File: src/rtl/pg_pkg.sv
package pg_pkg;

   typedef enum logic [2:0] {
      PG_OFF   = 3'd0,
      PG_NORM  = 3'd1,
      PG_OVER  = 3'd2,
      PG_UNDER = 3'd3,
      PG_SPLIT = 3'd4
   } pg_state_e;

   // per-cell threshold results
   typedef struct packed {
      logic hi_trip;   // above overvoltage trip
      logic hi_rel;    // below overvoltage release
      logic warn;      // below warning level
      logic lo_trip;   // below undervoltage trip
      logic lo_rel;    // above undervoltage release
   } pg_cmp_t;

   typedef struct packed {
      logic chg;
      logic dsg;
      logic ov_n;
      logic uv_n;
      logic sleep;
   } pg_drive_t;

   function automatic pg_drive_t pg_drive(input pg_state_e s);
      pg_drive_t d;
      case (s)
         PG_NORM:  d = '{chg: 1'b1, dsg: 1'b1, ov_n: 1'b1, uv_n: 1'b1, sleep: 1'b0};
         PG_OVER:  d = '{chg: 1'b0, dsg: 1'b1, ov_n: 1'b0, uv_n: 1'b1, sleep: 1'b0};
         PG_UNDER: d = '{chg: 1'b1, dsg: 1'b0, ov_n: 1'b1, uv_n: 1'b0, sleep: 1'b1};
         PG_SPLIT: d = '{chg: 1'b0, dsg: 1'b0, ov_n: 1'b0, uv_n: 1'b0, sleep: 1'b0};
         default:  d = '{chg: 1'b0, dsg: 1'b0, ov_n: 1'b1, uv_n: 1'b1, sleep: 1'b0};
      endcase
      return d;
   endfunction

endpackage

File: src/rtl/pg_cell_cmp.sv
module pg_cell_cmp
   import pg_pkg::*;
#(
   parameter int MV_W   = 16,
   parameter int HI_SET = 4250,
   parameter int HI_CLR = 3750,
   parameter int WARN   = 3000,
   parameter int LO_SET = 2500,
   parameter int LO_CLR = 3000
) (
   input  logic [MV_W-1:0] mv,
   output pg_cmp_t         flags
);

   localparam logic [MV_W-1:0] T_HI_SET = MV_W'(HI_SET);
   localparam logic [MV_W-1:0] T_HI_CLR = MV_W'(HI_CLR);
   localparam logic [MV_W-1:0] T_WARN   = MV_W'(WARN);
   localparam logic [MV_W-1:0] T_LO_SET = MV_W'(LO_SET);
   localparam logic [MV_W-1:0] T_LO_CLR = MV_W'(LO_CLR);

   always_comb begin
      flags.hi_trip = (mv > T_HI_SET);
      flags.hi_rel  = (mv < T_HI_CLR);
      flags.warn    = (mv < T_WARN);
      flags.lo_trip = (mv < T_LO_SET);
      flags.lo_rel  = (mv > T_LO_CLR);
   end

endmodule

File: src/rtl/pg_supply_mon.sv
module pg_supply_mon #(
   parameter int N_CELLS    = 2,
   parameter int MV_W       = 16,
   parameter int SUPPLY_MIN = 3700
) (
   input  logic [N_CELLS*MV_W-1:0] cells_mv,
   output logic                    low_supply
);

   localparam int SUM_W = MV_W + $clog2(N_CELLS) + 1;
   localparam logic [SUM_W-1:0] T_MIN = SUM_W'(SUPPLY_MIN);

   logic [SUM_W-1:0] total;

   always_comb begin
      total = '0;
      for (int i = 0; i < N_CELLS; i++) begin
         total = total + SUM_W'(cells_mv[i*MV_W +: MV_W]);
      end
      low_supply = (total < T_MIN);
   end

endmodule

File: src/rtl/pg_seq.sv
module pg_seq
   import pg_pkg::*;
#(
   parameter int N_CELLS = 2
) (
   input  logic                  clk,
   input  logic                  rst_n,
   input  logic                  run_en,
   input  logic                  strobe,
   input  pg_cmp_t [N_CELLS-1:0] cmp,
   input  logic                  low_supply,
   output pg_state_e             nxt,
   output logic                  warn_q,
   output logic                  kill_q
);

   pg_state_e state_q;
   pg_state_e eval;
   logic any_hi, any_lo, any_warn, all_hi_rel, all_lo_rel;
   logic warn_d, kill_d;

   always_comb begin
      any_hi     = 1'b0;
      any_lo     = 1'b0;
      any_warn   = 1'b0;
      all_hi_rel = 1'b1;
      all_lo_rel = 1'b1;
      for (int i = 0; i < N_CELLS; i++) begin
         any_hi     = any_hi     | cmp[i].hi_trip;
         any_lo     = any_lo     | cmp[i].lo_trip;
         any_warn   = any_warn   | cmp[i].warn;
         all_hi_rel = all_hi_rel & cmp[i].hi_rel;
         all_lo_rel = all_lo_rel & cmp[i].lo_rel;
      end
   end

   // decision for a strobe; supply floor first, then split fault
   always_comb begin
      eval = state_q;
      if (low_supply) begin
         eval = PG_OFF;
      end else if (any_hi && any_lo) begin
         eval = PG_SPLIT;
      end else begin
         case (state_q)
            PG_OFF, PG_NORM: begin
               if (any_hi)      eval = PG_OVER;
               else if (any_lo) eval = PG_UNDER;
               else             eval = PG_NORM;
            end
            PG_OVER:  eval = all_hi_rel ? PG_NORM : PG_OVER;
            PG_UNDER: eval = all_lo_rel ? PG_NORM : PG_UNDER;
            PG_SPLIT: eval = PG_SPLIT;
            default:  eval = PG_OFF;
         endcase
      end
   end

   always_comb begin
      nxt    = state_q;
      warn_d = warn_q;
      kill_d = kill_q;
      if (!run_en) begin
         nxt    = PG_OFF;
         warn_d = 1'b0;
         kill_d = 1'b0;
      end else if (strobe) begin
         nxt    = eval;
         warn_d = ((eval == PG_NORM) || (eval == PG_OVER)) && any_warn;
         if ((eval == PG_OVER) && (state_q != PG_OVER)) kill_d = 1'b1;
      end
   end

   always_ff @(posedge clk or negedge rst_n) begin
      if (!rst_n) begin
         state_q <= PG_OFF;
         warn_q  <= 1'b0;
         kill_q  <= 1'b0;
      end else begin
         state_q <= nxt;
         warn_q  <= warn_d;
         kill_q  <= kill_d;
      end
   end

endmodule

File: src/rtl/pg_outreg.sv
module pg_outreg
   import pg_pkg::*;
(
   input  logic      clk,
   input  logic      rst_n,
   input  pg_state_e nxt,
   output pg_drive_t drv_q
);

   always_ff @(posedge clk or negedge rst_n) begin
      if (!rst_n) drv_q <= pg_drive(PG_OFF);
      else        drv_q <= pg_drive(nxt);
   end

endmodule

File: src/rtl/pack_guard.sv
module pack_guard
   import pg_pkg::*;
#(
   parameter int N_CELLS      = 2,
   parameter int MV_W         = 16,
   parameter int HI_SET_MV    = 4250,
   parameter int HI_CLR_MV    = 3750,
   parameter int WARN_MV      = 3000,
   parameter int LO_SET_MV    = 2500,
   parameter int LO_CLR_MV    = 3000,
   parameter int SUPPLY_MIN   = 3700,
   parameter bit SUPPLY_CHECK = 1'b1
) (
   input  logic                    clk,
   input  logic                    rst_n,
   input  logic                    run_en,
   input  logic                    sample_en,
   input  logic [N_CELLS*MV_W-1:0] cells_mv,
   output logic                    chg_en,
   output logic                    dsg_en,
   output logic                    ov_n,
   output logic                    uv_n,
   output logic                    low_warn,
   output logic                    sleep,
   output logic                    kill
);

   localparam int MV_MAX = (1 << MV_W) - 1;

   if (N_CELLS < 2) begin : g_bad_cells
      $error("pack_guard: N_CELLS must be at least 2");
   end
   if (HI_CLR_MV >= HI_SET_MV) begin : g_bad_hi
      $error("pack_guard: overvoltage release must sit below its trip");
   end
   if (LO_CLR_MV <= LO_SET_MV) begin : g_bad_lo
      $error("pack_guard: undervoltage release must sit above its trip");
   end
   if (HI_SET_MV > MV_MAX) begin : g_bad_width
      $error("pack_guard: MV_W too narrow for the thresholds");
   end
   if (!(WARN_MV > LO_SET_MV && WARN_MV < HI_CLR_MV)) begin : g_bad_warn
      $error("pack_guard: warning level must lie between the trips");
   end

   pg_cmp_t [N_CELLS-1:0] cmp;
   logic                  low_supply;
   pg_state_e             nxt;
   pg_drive_t             drv;

   for (genvar i = 0; i < N_CELLS; i++) begin : g_cell
      pg_cell_cmp #(
         .MV_W   (MV_W),
         .HI_SET (HI_SET_MV),
         .HI_CLR (HI_CLR_MV),
         .WARN   (WARN_MV),
         .LO_SET (LO_SET_MV),
         .LO_CLR (LO_CLR_MV)
      ) u_cmp (
         .mv    (cells_mv[i*MV_W +: MV_W]),
         .flags (cmp[i])
      );
   end

   if (SUPPLY_CHECK) begin : g_supply
      pg_supply_mon #(
         .N_CELLS    (N_CELLS),
         .MV_W       (MV_W),
         .SUPPLY_MIN (SUPPLY_MIN)
      ) u_mon (
         .cells_mv   (cells_mv),
         .low_supply (low_supply)
      );
   end else begin : g_no_supply
      assign low_supply = 1'b0;
   end

   pg_seq #(
      .N_CELLS (N_CELLS)
   ) u_seq (
      .clk        (clk),
      .rst_n      (rst_n),
      .run_en     (run_en),
      .strobe     (sample_en),
      .cmp        (cmp),
      .low_supply (low_supply),
      .nxt        (nxt),
      .warn_q     (low_warn),
      .kill_q     (kill)
   );

   pg_outreg u_out (
      .clk   (clk),
      .rst_n (rst_n),
      .nxt   (nxt),
      .drv_q (drv)
   );

   assign chg_en = drv.chg;
   assign dsg_en = drv.dsg;
   assign ov_n   = drv.ov_n;
   assign uv_n   = drv.uv_n;
   assign sleep  = drv.sleep;

endmodule

File: config.mk
export PLATFORM = sky130hd
export DESIGN_NAME = pack_guard
export DESIGN_NICKNAME = d
export VERILOG_FILES = /design/src/rtl/pg_pkg.sv /design/src/rtl/pg_cell_cmp.sv /design/src/rtl/pg_supply_mon.sv /design/src/rtl/pg_seq.sv /design/src/rtl/pg_outreg.sv /design/src/rtl/pack_guard.sv
export SDC_FILE = /design/constraint.sdc
export NUM_CORES = 1
export LEC_CHECK = 0
export BUFFER_PORTS_ARGS = -buffer_cell sky130_fd_sc_hd__buf_2
export CAP_MARGIN = 20
export CORE_MARGIN = 1.5
export CORE_UTILIZATION = 35
export CTS_BUF_LIST = sky130_fd_sc_hd__clkbuf_16
export DETAILED_ROUTE_END_ITERATION = 12
export GPL_TIMING_DRIVEN = 0
export HOLD_SLACK_MARGIN = 0.15
export PLACE_DENSITY_LB_ADDON = 0.12
export SYNTH_ARGS = -nofsm -noshare
export SYNTH_HDL_FRONTEND = slang
export SYNTH_SLANG_ARGS = --single-unit
File: constraint.sdc
create_clock -name clk -period 1.8 [get_ports clk]
set_input_delay 0.36 -clock clk [delete_from_list [all_inputs] [get_ports clk]]
set_output_delay 0.36 -clock clk [all_outputs]
set_load 0.01 [all_outputs]
==> results.md, run 1 <==
- Result of the run: finished, violations left
- Failing checks: setup timing
- Share of final-layout standard cells stronger than drive strength 1: 41.6%
- Critical path capture point type: flip-flop
- GRT busiest layer: met2
- Clock transition at the registers of the reported paths: approximately 0.04 ns
- Number of antenna violations at the first check in global routing: 0
- Setup clock skew after layout: 0.00290 ns
- Root cell of the clock tree: sky130_fd_sc_hd__clkbuf_16
- Hold Vio Cnt, Final: 0
- Average wire per standard cell: between 15 and 20 um
- Gate count of the mapped netlist: between 200 and 250
- Std-Cell Rows: 26
- Power density of the placed cells: 512 nW/um^2
- Final worst path period share: 154%
- Portion of total power attributed to the clock network: about 28%
- Buffer levels on the longest clock path: 2
- GR Layer Usage met3: 3.08%
- Post-layout worst setup margin: -0.966 ns
- Ant. Diodes: 0
- Half-perimeter wire length after placement: 4.36 mm
- Final design area excluding fillers: between 2000 and 3000 um^2
- Unrepaired setup endpoints after global routing: yes
- Signed area change from the synthesized netlist to the final layout: 51.1%
- WL final: 5.92 mm
- Via count: 2118
- Most common library cell in the layout ignoring fill and taps: sky130_fd_sc_hd__buf_2
- Maximum vdd ir drop: 0.604 mV
- Period minus WS final: 2.77 ns
- Pre-CTS worst setup slack: -1.49 ns
- Number of register bits inferred by synthesis: 10
- Relative max-transition margin: 59.1%
- Cell Area, Placed: 2260 um^2
- Slew at the pin closest to its max-slew limit: ~0.61 ns
- Die outline area: 5620 um^2
- Total clock sinks: 10
- Top-level I/O count: 43
- Sort of element at the start of the critical path: primary input
- Min-Delay Path Class: in2reg
- Final Setup Violations: 10
- Count of H-tree levels built during CTS: 1
- NetSw: 0.000494 W
- Post-Route Utilization: 54.3%
- Leading cell types in the layout, fill and taps excluded: sky130_fd_sc_hd__buf_2, sky130_fd_sc_hd__buf_4, sky130_fd_sc_hd__nand2_1
- Crit path max fanout: 5
- Number of optimization iterations in the first detailed-route pass: 4
- Number of distinct library cells after synthesis: 67
- DRC violation total after the first TritonRoute iteration: 100
- Mean instance size in the synthesized netlist: 8.02 um^2
- Via count of the first global-routing pass: 1966
- Internal power: 0.000908 W
- CP Class: in2reg
- Number of slew-limit violations in the final report: 0
- DRC errors left: 0
- Number of max-capacitance violations reported: 0
- Post-synthesis cell area: around 1800 um^2
- Async set-or-reset flop fraction in the synthesized netlist: 100%
- Width of the chip: around 75 um
- Worst endpoint data arrival time: around 3 ns
- Highest attainable clock frequency: 0.362 GHz
- Syn_nets: about 280
- IO Port Bufs: 42
- Overall routing resource usage: ~21%
- Leakage power of the design: 1.13 nW
- Leading register cell type out of synthesis: sky130_fd_sc_hd__dfrtp_1
- Total gr overflow: 0
- Met1 Track Usage GR: 29.7%
- Vias per Instance: 5.83
- Fin nets: 345
- Antenna violation net count after detailed routing: 0
- Pin count of the biggest net entering global routing: 11
- Number of CTS-inserted buffers: 3
- M2 GR Usage: 33.6%
- Number of enable-type register cells in the synthesized netlist: 0
- Relative contribution of sequential cells to total power: 18.0%
- Data required, critical path: approximately 2.0 ns
- Core Region: 5040 um^2
- Sequential cell area fraction in the yosys report: ~14%
- Die span in y: 74.9 um
- Gate power share: 54.1%
- RD Place Congestion: 0.908
- Global-route wire length before repair: 9.25 mm
- Switching share of power: 35.2%
- Effective utilization at floorplan: 35.9%
- Clock network latency to the later pin of the worst-skew pair: around 0.24 ns
- TritonCTS clock tree: done
- Hold Worst Slack: 0.395 ns
- Warnings from Yosys: 0
## power by group through the flow
| stage | Combinational, W | Clock [W] | Sequential (W) |
|---|---|---|---|
| after detailed placement | 0.000603 | 0 | 0.000253 |
| after global placement | 0.000604 | 0 | 0.000254 |
| final | 0.000759 | 0.000392 | 0.000252 |
| after global routing | 0.000819 | 0.000409 | 0.000253 |
| after CTS | 0.000741 | 0.000397 | 0.000252 |
| after floorplan | 0.000418 | 0 | 0.000260 |
## final timing paths
kind                       slack (ns)        startpoint  depth (start not counted)          endpoint
max                             -0.97       cells_mv[8]                         12    u_out.drv_q[1]
min                              0.39            run_en                          2      u_seq.warn_q
max reg2reg                     -0.19  u_seq.state_q[1]                          7    u_out.drv_q[1]
min reg2reg                      0.49      u_seq.kill_q                          2      u_seq.kill_q
max in group asynchronous        1.03             rst_n                          2    u_out.drv_q[2]
min in group asynchronous        0.52             rst_n                          2  u_seq.state_q[1]
## metal layers
layer | vias to the layer above | part of all wire (%)
met5 | - | 0
met4 | 0 | 1.9
met3 | 8 | 6.1
met2 | 78 | 45
met1 | 990 | 47
li1 | 1042 | -
## critical path: stages
cell and delay [ns]:
sky130_fd_sc_hd__buf_8 0.10, sky130_fd_sc_hd__ha_4 0.29, sky130_fd_sc_hd__nor2_1 0.05, sky130_fd_sc_hd__or3_4 0.40
sky130_fd_sc_hd__a31oi_4 0.20, sky130_fd_sc_hd__o311ai_1 0.11, sky130_fd_sc_hd__or4_4 0.54, sky130_fd_sc_hd__o2111ai_4 0.25
sky130_fd_sc_hd__buf_6 0.15, sky130_fd_sc_hd__a31oi_4 0.13, sky130_fd_sc_hd__a2111oi_4 0.25, sky130_fd_sc_hd__a31oi_1 0.08
## through the flow
stage	TNS, ns	power, W	std cells
4_1_cts	-8.16	0.00139	362
6_report	-8.64	0.00140	363
2_1_floorplan	-8.01	0.000678	226
5_1_grt	-9.31	0.00148	363
3_3_place_gp	-13.47	0.000858	338
3_5_place_dp	-13.43	0.000857	338
## kinds of logic after synthesis
| logic type | after synthesis | share of synthesized area [%] |
|---|---|---|
| AO/OA/AOI/OAI | 87 | 37.7 |
| multiplexers | 4 | 2.35 |
| XOR/XNOR | 6 | 2.90 |
| flip-flops | 10 | 14.0 |
| buffers and inverters | 13 | 3.59 |
| AND/OR/NAND/NOR | 91 | 29.1 |
| adder cells (fa/ha/maj) | 15 | 10.4 |
## Yosys cell counts, types with 3 or more instances
cell type | number | area (um^2)
sky130_fd_sc_hd__nand4_1 | 3 | 18.8
sky130_fd_sc_hd__nor4_1 | 4 | 25.0
sky130_fd_sc_hd__and2_1 | 4 | 25.0
sky130_fd_sc_hd__nor3_1 | 5 | 25.0
sky130_fd_sc_hd__o21ai_0 | 13 | 65.1
sky130_fd_sc_hd__o211ai_1 | 3 | 22.5
sky130_fd_sc_hd__ha_1 | 15 | 188
sky130_fd_sc_hd__o21a_1 | 3 | 22.5
sky130_fd_sc_hd__nor2_1 | 12 | 45.0
sky130_fd_sc_hd__or3_1 | 6 | 37.5
sky130_fd_sc_hd__a21oi_1 | 15 | 75.1
sky130_fd_sc_hd__xnor2_1 | 4 | 35.0
sky130_fd_sc_hd__inv_1 | 6 | 22.5
sky130_fd_sc_hd__nor3b_1 | 3 | 22.5
sky130_fd_sc_hd__a211oi_1 | 4 | 30.0
sky130_fd_sc_hd__a31o_2 | 5 | 43.8
sky130_fd_sc_hd__nand3_1 | 12 | 60.1
sky130_fd_sc_hd__and3_1 | 4 | 25.0
sky130_fd_sc_hd__nand2_1 | 16 | 60.1
sky130_fd_sc_hd__dfrtp_1 | 8 | 200
sky130_fd_sc_hd__nor2b_1 | 3 | 18.8
sky130_fd_sc_hd__nand4b_1 | 3 | 26.3
sky130_fd_sc_hd__buf_2 | 4 | 20.0
sky130_fd_sc_hd__nand2b_1 | 3 | 18.8
sky130_fd_sc_hd__a21o_1 | 8 | 60.1
sky130_fd_sc_hd__a31oi_1 | 7 | 43.8
## state kept, by name, indices dropped and copies added (netlist names)
register / count
u_seq.kill_q: 1
u_seq.state_q: 3
u_seq.warn_q: 1
u_out.drv_q: 5
## area by class of cell
cell class,count,area [um^2]
repair buffers,67,490
plain buffers,3,26.3
clock inverters,1,3.75
inverters,6,22.5
well taps,70,87.6
clock buffers,3,75.1
flip-flops and latches,10,253
fillers,468,2300
multi-input cells,203,1780
## timing repair
| action | 4_1_cts | 5_1_grt |
|---|---|---|
| endpoints found under the hold margin | 8 | 0 |
| buffers inserted | 23 | 1 |
| setup endpoints to repair | 10 | 10 |
| resized for setup | 49 | 3 |
| hold buffers | 1 | 0 |
| pin swaps | 29 | 3 |
Note: power is estimated with default switching activity, not from simulation.
==> run 2: changes to the inputs <==
--- a/config.mk
+++ b/config.mk
@@ -12,8 +12,8 @@
 export CTS_BUF_LIST = sky130_fd_sc_hd__clkbuf_16
 export DETAILED_ROUTE_END_ITERATION = 12
 export GPL_TIMING_DRIVEN = 0
-export HOLD_SLACK_MARGIN = 0.15
-export PLACE_DENSITY_LB_ADDON = 0.12
+export PLACE_DENSITY = 0.66
+export RECOVER_POWER = 50
 export SYNTH_ARGS = -nofsm -noshare
 export SYNTH_HDL_FRONTEND = slang
 export SYNTH_SLANG_ARGS = --single-unit
==> run 2 against run 1 <==
Against the previous run: the flow still finishes with violations (setup timing); combinational power is 1% lower; via count is 2.8% lower; clock skew is 0.00089 ns higher; final cell count is 1.7% lower; die area stayed put; clock-buffer cell count stayed put; critical endpoint unchanged.
==> results.md, run 2 (same netlist as run 1, synthesis figures left out) <==
- Share of final-layout standard cells stronger than drive strength 1: 42.2% (+0.52 points)
- Post-layout worst setup margin: -0.986 ns (-0.0200 ns)
- Min-Delay Path Class: in2reg
- Chain of cells forming the critical path: buf_6 -> ha_4 -> nor2_2 -> or3_4 -> a31oi_4 -> o311ai_2 -> or4_4 -> o2111ai_4 -> buf_6 -> a21oi_4 -> a2111oi_4 -> a31oi_1
- Relative contribution of sequential cells to total power: 18.1% (about the same)
- Largest register FFs: 5 (unchanged)
- Number of optimization iterations in the first detailed-route pass: 4 (unchanged)
- Relative max-transition margin: 56.7% (-2.4 points)
- Final worst path period share: 155% (+1.1 points)
- Portion of total power attributed to the clock network: 28.0% (about the same)
- Count of buffering cells on the critical path with inverters included: 2 (unchanged)
- Root cell of the clock tree: sky130_fd_sc_hd__clkbuf_16
- Die outline area: 5620 um^2 (unchanged)
- Half-perimeter wire length after placement: 4.27 mm (-2.1%)
- Pin count of the biggest net entering global routing: 11 (unchanged)
- DRC errors left: 0 (unchanged)
- Maximum vdd ir drop: 0.869 mV (+44%)
- Maximum cell stage delay along the critical path: 0.54 ns (about the same)
- Global-route wire length before repair: 9.22 mm (-0.30%)
- Failing checks: setup timing
- Fin nets: 339 (-1.7%)
- Number of slew-limit violations in the final report: 0 (unchanged)
- Sort of element at the start of the critical path: primary input
- Buffer levels on the longest clock path: 2 (unchanged)
- Largest registers: u_out.drv_q x5, u_seq.state_q x3
- Post-Route Utilization: 53.4% (-0.84 points)
- Highest attainable clock frequency: 0.359 GHz (-0.72%)
- Top-level I/O count: 43 (unchanged)
- Via count of the first global-routing pass: 1935 (-1.6%)
- Switching share of power: 35.3% (+0.051 points)
- Final Instance Count excl. Fillers: 357 (-1.7%)
- Critical path capture point type: flip-flop
- TritonCTS clock tree: done
- Total gr overflow: 0 (unchanged)
- Logic depth of the worst register-to-register path: 7 (unchanged)
- Worst Hold Launch: run_en
- Hold Crit Depth: 2 (unchanged)
- Worst endpoint data arrival time: 2.93 ns (about the same)
- Clock transition at the registers of the reported paths: 0.04 ns (about the same)
- Most common library cell in the layout ignoring fill and taps: sky130_fd_sc_hd__buf_2
- Width of the chip: 74.9 um (unchanged)
- Average wire per standard cell: 16.1 um (-1.4%)
- Die span in y: 74.9 um (unchanged)
- Internal power: 0.000901 W (-0.75%)
- Period minus WS final: 2.79 ns (+0.0200 ns)
- Hold Vio Cnt, Final: 0 (unchanged)
- CP Class: in2reg
- Number of placed instances, taps included: 338 (unchanged)
- Setup clock skew after layout: 0.00379 ns (+0.000889 ns)
- Ant. Diodes: 0 (unchanged)
- Via count: 2058 (-2.8%)
- WL final: 5.74 mm (-3.0%)
- DRC violation total after the first TritonRoute iteration: 150 (+50%)
- Terminating pin of the worst hold path: u_seq.warn_q
- Power density of the placed cells: 517 nW/um^2 (+0.89%)
- Number of max-capacitance violations reported: 0 (unchanged)
- Core Region: 5040 um^2 (unchanged)
- End of the worst register-to-register path: u_out.drv_q[1]
- Final Setup Violations: 10 (unchanged)
- Signed area change from the synthesized netlist to the final layout: 48.8%
- Overall routing resource usage: 21.0% (-0.52 points)
- Crit path max fanout: 5 (unchanged)
- Slew at the pin closest to its max-slew limit: 0.643 ns (+0.0358 ns)
- Count of H-tree levels built during CTS: 1 (unchanged)
- Leading cell types in the layout, fill and taps excluded: sky130_fd_sc_hd__buf_2, sky130_fd_sc_hd__buf_4, sky130_fd_sc_hd__nand2_1
- Clock network latency to the later pin of the worst-skew pair: 0.24 ns (about the same)
- Cell with the largest stage delay on the worst path: sky130_fd_sc_hd__or4_4
- Number of antenna violations at the first check in global routing: 0 (unchanged)
- Kind of cell with the highest combined delay on the critical path: compound AO/OA/AOI/OAI gates
- Gate power share: 53.9% (-0.2 points)
- Std-Cell Rows: 26 (unchanged)
- Leakage power of the design: 1.08 nW (-4.2%)
- Largest Register: u_out.drv_q
- Total clock sinks: 10 (unchanged)
- Effective utilization at floorplan: 35.9% (unchanged)
- NetSw: 0.000491 W (-0.53%)
- Result of the run: finished, violations left
- RD Place Congestion: 0.883 (-2.8%)
- Antenna violation net count after detailed routing: 0 (unchanged)
- Data required, critical path: 1.95 ns (about the same)
- Reg-to-Reg Start: u_seq.state_q[1]
- Unrepaired setup endpoints after global routing: yes
- Worst R2R Setup Slack: -0.14 ns (+0.05 ns)
- Cell type with the highest occurrence count on the critical path: sky130_fd_sc_hd__buf_6
- Vias per Instance: 5.76 (-1.2%)
- IO Port Bufs: 42 (unchanged)
- Number of CTS-inserted buffers: 3 (unchanged)
==> run 2: worst register-to-register path, delay by kind of cell, from the launching register on <==
kind	cells	cell delay [ns]
compound gates	4	0.59
buf+inv	1	0.29
mux	1	0.32
flops	1	0.33
simple gates	1	0.32
==> run 2: worst max path at each step <==
stage                            start             end  cells after the start
after detailed placement  cells_mv[10]  u_out.drv_q[1]                     11
after CTS                 cells_mv[24]  u_out.drv_q[1]                     12
after floorplan            cells_mv[8]  u_out.drv_q[1]                     11
final                      cells_mv[8]  u_out.drv_q[1]                     12
after global routing      cells_mv[24]  u_out.drv_q[3]                     13
after global placement    cells_mv[10]  u_out.drv_q[1]                     11
==> run 2: metal layers <==
| metal | up-vias | wire [um] | track usage (%) |
|---|---|---|---|
| met3 | 10 | 282 | 2.54 |
| met1 | 949 | 2880 | 30.8 |
| met5 | - | 0 | 0 |
| met4 | 0 | 96 | 4.24 |
| li1 | 1030 | - | - |
| met2 | 69 | 2490 | 32.8 |
==> run 2: metrics by stage <==
step	worst slack [ns]	instance area [um^2]	total power (W)	setup TNS [ns]	hold slack, ns
6_report	-0.986	2700	0.00139	-8.63	0.409
5_1_grt	-1.05	2700	0.00148	-9.37	0.404
4_1_cts	-0.974	2630	0.00137	-8.45	0.404
3_5_place_dp	-1.43	2260	0.000853	-12.69	0.225
3_3_place_gp	-1.43	2260	0.000848	-12.73	0.227
2_1_floorplan	-0.947	1970	0.000678	-8.01	0.0644
==> run 2: area by class of cell <==
type / instances / area, um^2
clock buffer: 3 / 75.1
inverter: 6 / 22.5
fill: 457 / 2350
clock inverter: 1 / 3.75
tap: 70 / 87.6
buffer: 2 / 15.0
multi-input combinational: 203 / 1800
sequential: 10 / 253
timing repair buffer: 62 / 439
==> run 2: power groups by stage <==
stage / clock network, W / logic, W / registers, W
after CTS: 0.000398 / 0.000718 / 0.000252
final: 0.000390 / 0.000751 / 0.000252
after floorplan: 0 / 0.000418 / 0.000260
after global placement: 0 / 0.000595 / 0.000254
after detailed placement: 0 / 0.000599 / 0.000254
after global routing: 0.000417 / 0.000810 / 0.000254
==> run 2: what timing repair did <==
item	in CTS	in global routing
hold buffers	1	0
setup endpoints to repair	10	10
hold endpoints to repair	8	0
pin swaps	23	6
resized for setup	45	16
buffers inserted	16	3
